===== src/rtl/dep_pkg.sv =====
package dep_pkg;

    typedef enum logic {
        ST_IDLE  = 1'b0,
        ST_SWEEP = 1'b1
    } sweep_state_e;

    // A read creates a dependence only when the line holds a valid tag
    // naming some processor other than the reader.
    function automatic logic is_foreign(input logic tag_ok,
                                        input int unsigned writer,
                                        input int unsigned reader);
        return tag_ok && (writer != reader);
    endfunction

endpackage


===== src/rtl/dep_dir.sv =====
module dep_dir #(
    parameter int NPROC  = 4,
    parameter int NLINES = 16,
    localparam int PID_W  = (NPROC > 1) ? $clog2(NPROC) : 1,
    localparam int LINE_W = (NLINES > 1) ? $clog2(NLINES) : 1
) (
    input  logic              clk,
    input  logic              rst,
    input  logic              wr_en,
    input  logic [LINE_W-1:0] wr_line,
    input  logic [PID_W-1:0]  wr_pid,
    input  logic [LINE_W-1:0] rd_line,
    output logic              rd_valid,
    output logic [PID_W-1:0]  rd_pid,
    input  logic [LINE_W-1:0] q_line,
    output logic              q_valid,
    output logic [PID_W-1:0]  q_pid,
    input  logic              clr_en,
    input  logic [LINE_W-1:0] clr_idx,
    input  logic [PID_W-1:0]  clr_pid
);
    logic             tag_v   [NLINES];
    logic [PID_W-1:0] tag_pid [NLINES];

    for (genvar g = 0; g < NLINES; g++) begin : g_line
        always_ff @(posedge clk) begin
            if (rst) begin
                tag_v[g]   <= 1'b0;
                tag_pid[g] <= '0;
            end else if (wr_en && wr_line == LINE_W'(g)) begin
                tag_v[g]   <= 1'b1;
                tag_pid[g] <= wr_pid;
            end else if (clr_en && clr_idx == LINE_W'(g) && tag_pid[g] == clr_pid) begin
                tag_v[g]   <= 1'b0;
            end
        end
    end

    assign rd_valid = tag_v[rd_line];
    assign rd_pid   = tag_pid[rd_line];
    assign q_valid  = tag_v[q_line];
    assign q_pid    = tag_pid[q_line];

endmodule


===== src/rtl/dep_maps.sv =====
module dep_maps #(
    parameter int NPROC = 4,
    localparam int PID_W = (NPROC > 1) ? $clog2(NPROC) : 1,
    localparam int MAP_W = NPROC * NPROC
) (
    input  logic             clk,
    input  logic             rst,
    input  logic             set_en,
    input  logic [PID_W-1:0] set_reader,
    input  logic [PID_W-1:0] set_writer,
    input  logic             clr_en,
    input  logic [PID_W-1:0] clr_pid,
    output logic [MAP_W-1:0] prod_map,
    output logic [MAP_W-1:0] cons_map
);
    for (genvar i = 0; i < NPROC; i++) begin : g_proc
        logic [NPROC-1:0] prod_row;
        logic [NPROC-1:0] cons_row;

        always_ff @(posedge clk) begin
            if (rst) begin
                prod_row <= '0;
                cons_row <= '0;
            end else if (clr_en && clr_pid == PID_W'(i)) begin
                prod_row <= '0;
                cons_row <= '0;
            end else if (set_en) begin
                if (set_reader == PID_W'(i)) prod_row[set_writer] <= 1'b1;
                if (set_writer == PID_W'(i)) cons_row[set_reader] <= 1'b1;
            end
        end

        assign prod_map[i*NPROC +: NPROC] = prod_row;
        assign cons_map[i*NPROC +: NPROC] = cons_row;
    end

endmodule


===== src/rtl/dep_ctrl.sv =====
module dep_ctrl #(
    parameter int NPROC  = 4,
    parameter int NLINES = 16,
    localparam int PID_W  = (NPROC > 1) ? $clog2(NPROC) : 1,
    localparam int LINE_W = (NLINES > 1) ? $clog2(NLINES) : 1
) (
    input  logic              clk,
    input  logic              rst,
    input  logic              ev_valid,
    input  logic              ckpt_valid,
    input  logic [PID_W-1:0]  ckpt_pid,
    output logic              ev_take,
    output logic              ckpt_take,
    output logic              busy,
    output logic              sweep_en,
    output logic [LINE_W-1:0] sweep_idx,
    output logic [PID_W-1:0]  sweep_pid
);
    import dep_pkg::*;

    sweep_state_e state;
    logic         last_idx;

    assign busy      = (state == ST_SWEEP);
    assign ckpt_take = ckpt_valid && !busy;
    assign ev_take   = ev_valid && !busy && !ckpt_valid;
    assign sweep_en  = busy;
    assign last_idx  = (sweep_idx == LINE_W'(NLINES - 1));

    always_ff @(posedge clk) begin
        if (rst) begin
            state     <= ST_IDLE;
            sweep_idx <= '0;
            sweep_pid <= '0;
        end else begin
            case (state)
                ST_IDLE: if (ckpt_take) begin
                    state     <= ST_SWEEP;
                    sweep_idx <= '0;
                    sweep_pid <= ckpt_pid;
                end
                ST_SWEEP: begin
                    if (last_idx) state <= ST_IDLE;
                    else          sweep_idx <= sweep_idx + 1'b1;
                end
                default: state <= ST_IDLE;
            endcase
        end
    end

endmodule


===== src/rtl/dep_tracker.sv =====
module dep_tracker #(
    parameter int NPROC  = 4,
    parameter int NLINES = 16,
    localparam int PID_W  = (NPROC > 1) ? $clog2(NPROC) : 1,
    localparam int LINE_W = (NLINES > 1) ? $clog2(NLINES) : 1,
    localparam int MAP_W  = NPROC * NPROC
) (
    input  logic              clk,
    input  logic              rst,
    input  logic              ev_valid,
    input  logic              ev_write,
    input  logic [PID_W-1:0]  ev_pid,
    input  logic [LINE_W-1:0] ev_line,
    output logic              ev_ready,
    input  logic              ckpt_valid,
    input  logic [PID_W-1:0]  ckpt_pid,
    output logic              busy,
    input  logic [LINE_W-1:0] q_line,
    output logic              q_valid,
    output logic [PID_W-1:0]  q_pid,
    output logic [MAP_W-1:0]  prod_map,
    output logic [MAP_W-1:0]  cons_map
);
    logic              ev_take, ckpt_take, sweep_en;
    logic [LINE_W-1:0] sweep_idx;
    logic [PID_W-1:0]  sweep_pid;
    logic              rd_valid;
    logic [PID_W-1:0]  rd_pid;
    logic              dep_set;

    dep_ctrl #(.NPROC(NPROC), .NLINES(NLINES)) u_ctrl (
        .clk(clk), .rst(rst),
        .ev_valid(ev_valid), .ckpt_valid(ckpt_valid), .ckpt_pid(ckpt_pid),
        .ev_take(ev_take), .ckpt_take(ckpt_take), .busy(busy),
        .sweep_en(sweep_en), .sweep_idx(sweep_idx), .sweep_pid(sweep_pid)
    );

    dep_dir #(.NPROC(NPROC), .NLINES(NLINES)) u_dir (
        .clk(clk), .rst(rst),
        .wr_en(ev_take && ev_write), .wr_line(ev_line), .wr_pid(ev_pid),
        .rd_line(ev_line), .rd_valid(rd_valid), .rd_pid(rd_pid),
        .q_line(q_line), .q_valid(q_valid), .q_pid(q_pid),
        .clr_en(sweep_en), .clr_idx(sweep_idx), .clr_pid(sweep_pid)
    );

    assign dep_set = ev_take && !ev_write &&
                     dep_pkg::is_foreign(rd_valid, int'(rd_pid), int'(ev_pid));

    dep_maps #(.NPROC(NPROC)) u_maps (
        .clk(clk), .rst(rst),
        .set_en(dep_set), .set_reader(ev_pid), .set_writer(rd_pid),
        .clr_en(ckpt_take), .clr_pid(ckpt_pid),
        .prod_map(prod_map), .cons_map(cons_map)
    );

    assign ev_ready = !busy && !ckpt_valid;

endmodule


===== config.mk =====
export PLATFORM = sky130hd
export DESIGN_NAME = dep_tracker
export DESIGN_NICKNAME = d
export VERILOG_FILES = /design/src/rtl/dep_pkg.sv /design/src/rtl/dep_dir.sv /design/src/rtl/dep_maps.sv /design/src/rtl/dep_ctrl.sv /design/src/rtl/dep_tracker.sv
export SDC_FILE = /design/constraint.sdc
export NUM_CORES = 1
export LEC_CHECK = 0
export BUFFER_PORTS_ARGS = -buffer_cell sky130_fd_sc_hd__clkbuf_2
export CORE_UTILIZATION = 50
export CTS_BUF_LIST = sky130_fd_sc_hd__clkbuf_2
export DETAILED_ROUTE_END_ITERATION = 10
export MAX_ROUTING_LAYER = met4
export PLACE_DENSITY = 0.77
export SETUP_SLACK_MARGIN = 0.4
export SLEW_MARGIN = 20
export SYNTH_ARGS = -nofsm -noshare
export SYNTH_HDL_FRONTEND = slang
export SYNTH_HIERARCHICAL = 1
export SYNTH_SLANG_ARGS = --single-unit

===== constraint.sdc =====
create_clock -name clk -period 3.5 [get_ports clk]
set_input_delay 0.175 -clock clk [delete_from_list [all_inputs] [get_ports clk]]
set_output_delay 0.175 -clock clk [all_outputs]
set_load 0.05 [all_outputs]

==> metrics.cfg <==
[global_route]
grtUsageTotal = 0.255
antenna_found_initial = 0
grt_pass1_vias = 3418
grt_pass1_wl_mm = 18.1
grt_overflow_total = 0
grt_max_degree = 32

[yosys]
synth_top_cell_by_area = edfxtp_1
async_flop_share = 0
synthesis.nets = 419
yosys_warnings = 6
ys.flop_type = edfxtp_1
seq_area_frac_synth = 0.475
syn_area_mm2 = 0.00468
ys_seq_elements = 87
ys_types = 46
synth_area_per_cell_um2 = 11.7
syn_inst = 401
synth-edff-count = 48
synth.area.top_cells = edfxtp_1 31%, dfxtp_1 17%, mux4_2 12%, o21a_1 5.1%, and2_1 4.5%
synth_top_area_share = 0.308

[timing]
skew_ps = 47.5
worst_pin_slew_ps = 1110
clock.fmax_mhz = 340
worst_slack_ps = 560
finalHoldViolCount = 0
grt_setup_unrepaired = no
hold_slack_ps = 41.6
relSlewSlack = 0.256
fin_crit_sh = 0.840
finalWorstPathRequiredPeriod_ps = 2940
setup_violations = 0
tns_ps = 0
drv_slew = 0

[clock_tree]
clockBufferDepth = 2
cts-buffers-inserted = 9
cts_sinks = 87
clk_pin_slew_ps = 270
cts_tree = done
htreeDepth = 3
clkLatencyLatePin_ps = 590
cts-root-buf = clkbuf_2

[routing]
vias = 3497
drt-initial-drc-count = 216
route.detailed.drc = 0
wl_per_cell_um = 20.5
firstDrtPassIters = 4
avgViaCountPerCell = 6.20
routed_wl_mm = 11.6
ant_nets = 0

[final_layout]
area.sequential_mm2 = 0.00222
area_growth_pct = 9.71
multi_input_comb_area_mm2 = 0.00234
n_antenna_cell = 0
nets = 469
drive_gt1_frac = 0.261
fillers = 740
final_cell_mix = 62 x clkbuf_2, 48 x edfxtp_1, 44 x nor2_1
final_common_cell = clkbuf_2

[worst_setup_path]
worst_ep_arrival_time_ps = 3480
endpoint_kind = register
worst-path-max-fanout = 8
max_stage_delay_ps = 510
start_kind = register
worstPathCellList = mux4_2 > a22oi_1 > nand3_1 > xnor2_1 > a211oi_2 > or3b_4 > nor2_1 > o21a_1
worstPathRequired_ps = 4040
path_class = reg -> reg
cp_slowest_cell = edfxtp_1

[power_and_ir_drop]
p_leak_nw = 2.03
peakVddDrop_v = 0.000209
power_density_mw_per_mm2 = 378

[floorplan]
rows = 34
die_x_um = 98.7
io_pins = 54
start_util = 0.526
die_area_mm2 = 0.00974
core_mm2 = 0.00889
die_h_um = 98.7

[placed_design]
io_buffers = 53
post-place-ws_ps = 439
routabilityCongestion = 0.866
dp_hpwl_mm = 8.26

[run]
maxCapViolations = 0

[outcome]
status = completed

[worst_hold_path]
hp-class = in -> reg

## critical path: cells and delay by family, from the launching register on
family	cells	cell delay (ps)
XOR/XNOR	1	240
AO/OA/AOI/OAI	3	710
AND/OR/NAND/NOR	3	960
multiplexers	1	490
flip-flops	1	510
## logic make-up (layout without fill, tap and decap cells)
family	count (synthesis)	in the layout	synth area share
AO/OA/AOI/OAI	82	82	0.138
XOR/XNOR	34	34	0.0637
adder cells (fa/ha/maj)	1	1	0.00268
buffers and inverters	22	77	0.0244
flip-flops	87	87	0.475
multiplexers	26	26	0.120
AND/OR/NAND/NOR	149	149	0.176
## cell usage after synthesis, drive strengths merged (2+ instances only)
cell type   n
nand4bb     2
nand3      17
buf        12
and2       34
nor3b       2
a31oi       4
xor2       16
nand3b      4
clkbuf      5
inv         5
or3b        2
xnor2      18
and3b       2
nor2b       9
nand2      10
mux4       24
nor2       44
nand2b      3
a21o       20
a22oi       6
o21a       32
a31o       12
mux2i       2
a21oi       4
a211o       2
dfxtp      39
edfxtp     48
nor3       13
## layout make-up
| class | instances | area share |
|---|---|---|
| Multi-Input combinational cell | 292 | 0.457 |
| Inverter | 5 | 0.00366 |
| Sequential cell | 87 | 0.433 |
| Tap cell | 108 | 0.0263 |
| Timing Repair Buffer | 56 | 0.0571 |
| Clock buffer | 9 | 0.00878 |
| Clock inverter | 7 | 0.0139 |
## layer usage
layer,GRT usage,routed length [µm],vias to the layer above
met2,0.405,5710,161
met3,0.0539,881,15
met5,-,0,-
met4,0.0918,167,0
li1,-,-,1590
met1,0.324,4810,1731
## metrics by stage
stage	instances	utilization	area [µm²]	power, mW
floorplan	401	-	4680	1.36
global placement	546	0.561	4990	1.43
detailed placement	546	0.561	4990	1.44
CTS	564	0.576	5120	1.95
global route	564	0.577	5130	2.02
finish	564	0.577	5130	1.94
## power by group
part	internal (mW)	leakage [nW]	switching, mW	total (mW)
registers	1.11	0.803	0.0413	1.15
logic	0.115	1.16	0.162	0.277
clock network	0.118	0.0740	0.398	0.516
total	1.34	2.03	0.601	1.94
## path summary, 6_finish.rpt
check,start,to,slack [ps],cells past startpoint
worst min-delay path,ckpt_valid,u_ctrl/busy$_SDFF_PP0_,40,4
worst max register to register,u_dir/tag_pid[3][1]$_SDFFCE_PN0P_,u_maps/g_proc[3].cons_row[0]$_SDFFE_PP0P_,560,8
worst max-delay path,u_dir/tag_pid[3][1]$_SDFFCE_PN0P_,u_maps/g_proc[3].cons_row[0]$_SDFFE_PP0P_,560,8
worst min register to register,u_maps/g_proc[2].cons_row[3]$_SDFFE_PP0P_,u_maps/g_proc[2].cons_row[3]$_SDFFE_PP0P_,500,1
## flip-flops by register name, summed over array words and instances, names as in the netlist
| signal | cells |
|---|---|
| u_ctrl/busy | 1 |
| u_dir/tag_v | 16 |
| u_dir/tag_pid | 32 |
| u_ctrl/sweep_idx | 4 |
| u_maps/g_proc.prod_row | 16 |
| u_maps/g_proc.cons_row | 16 |
| u_ctrl/sweep_pid | 2 |
## what timing repair did
item	CTS	global route
setup endpoints to repair	0	3
endpoints found under the hold margin	2	0
resized for setup	0	1
setup buffers	0	0
hold buffers	2	0
Note: power is estimated with default switching activity, not from simulation.
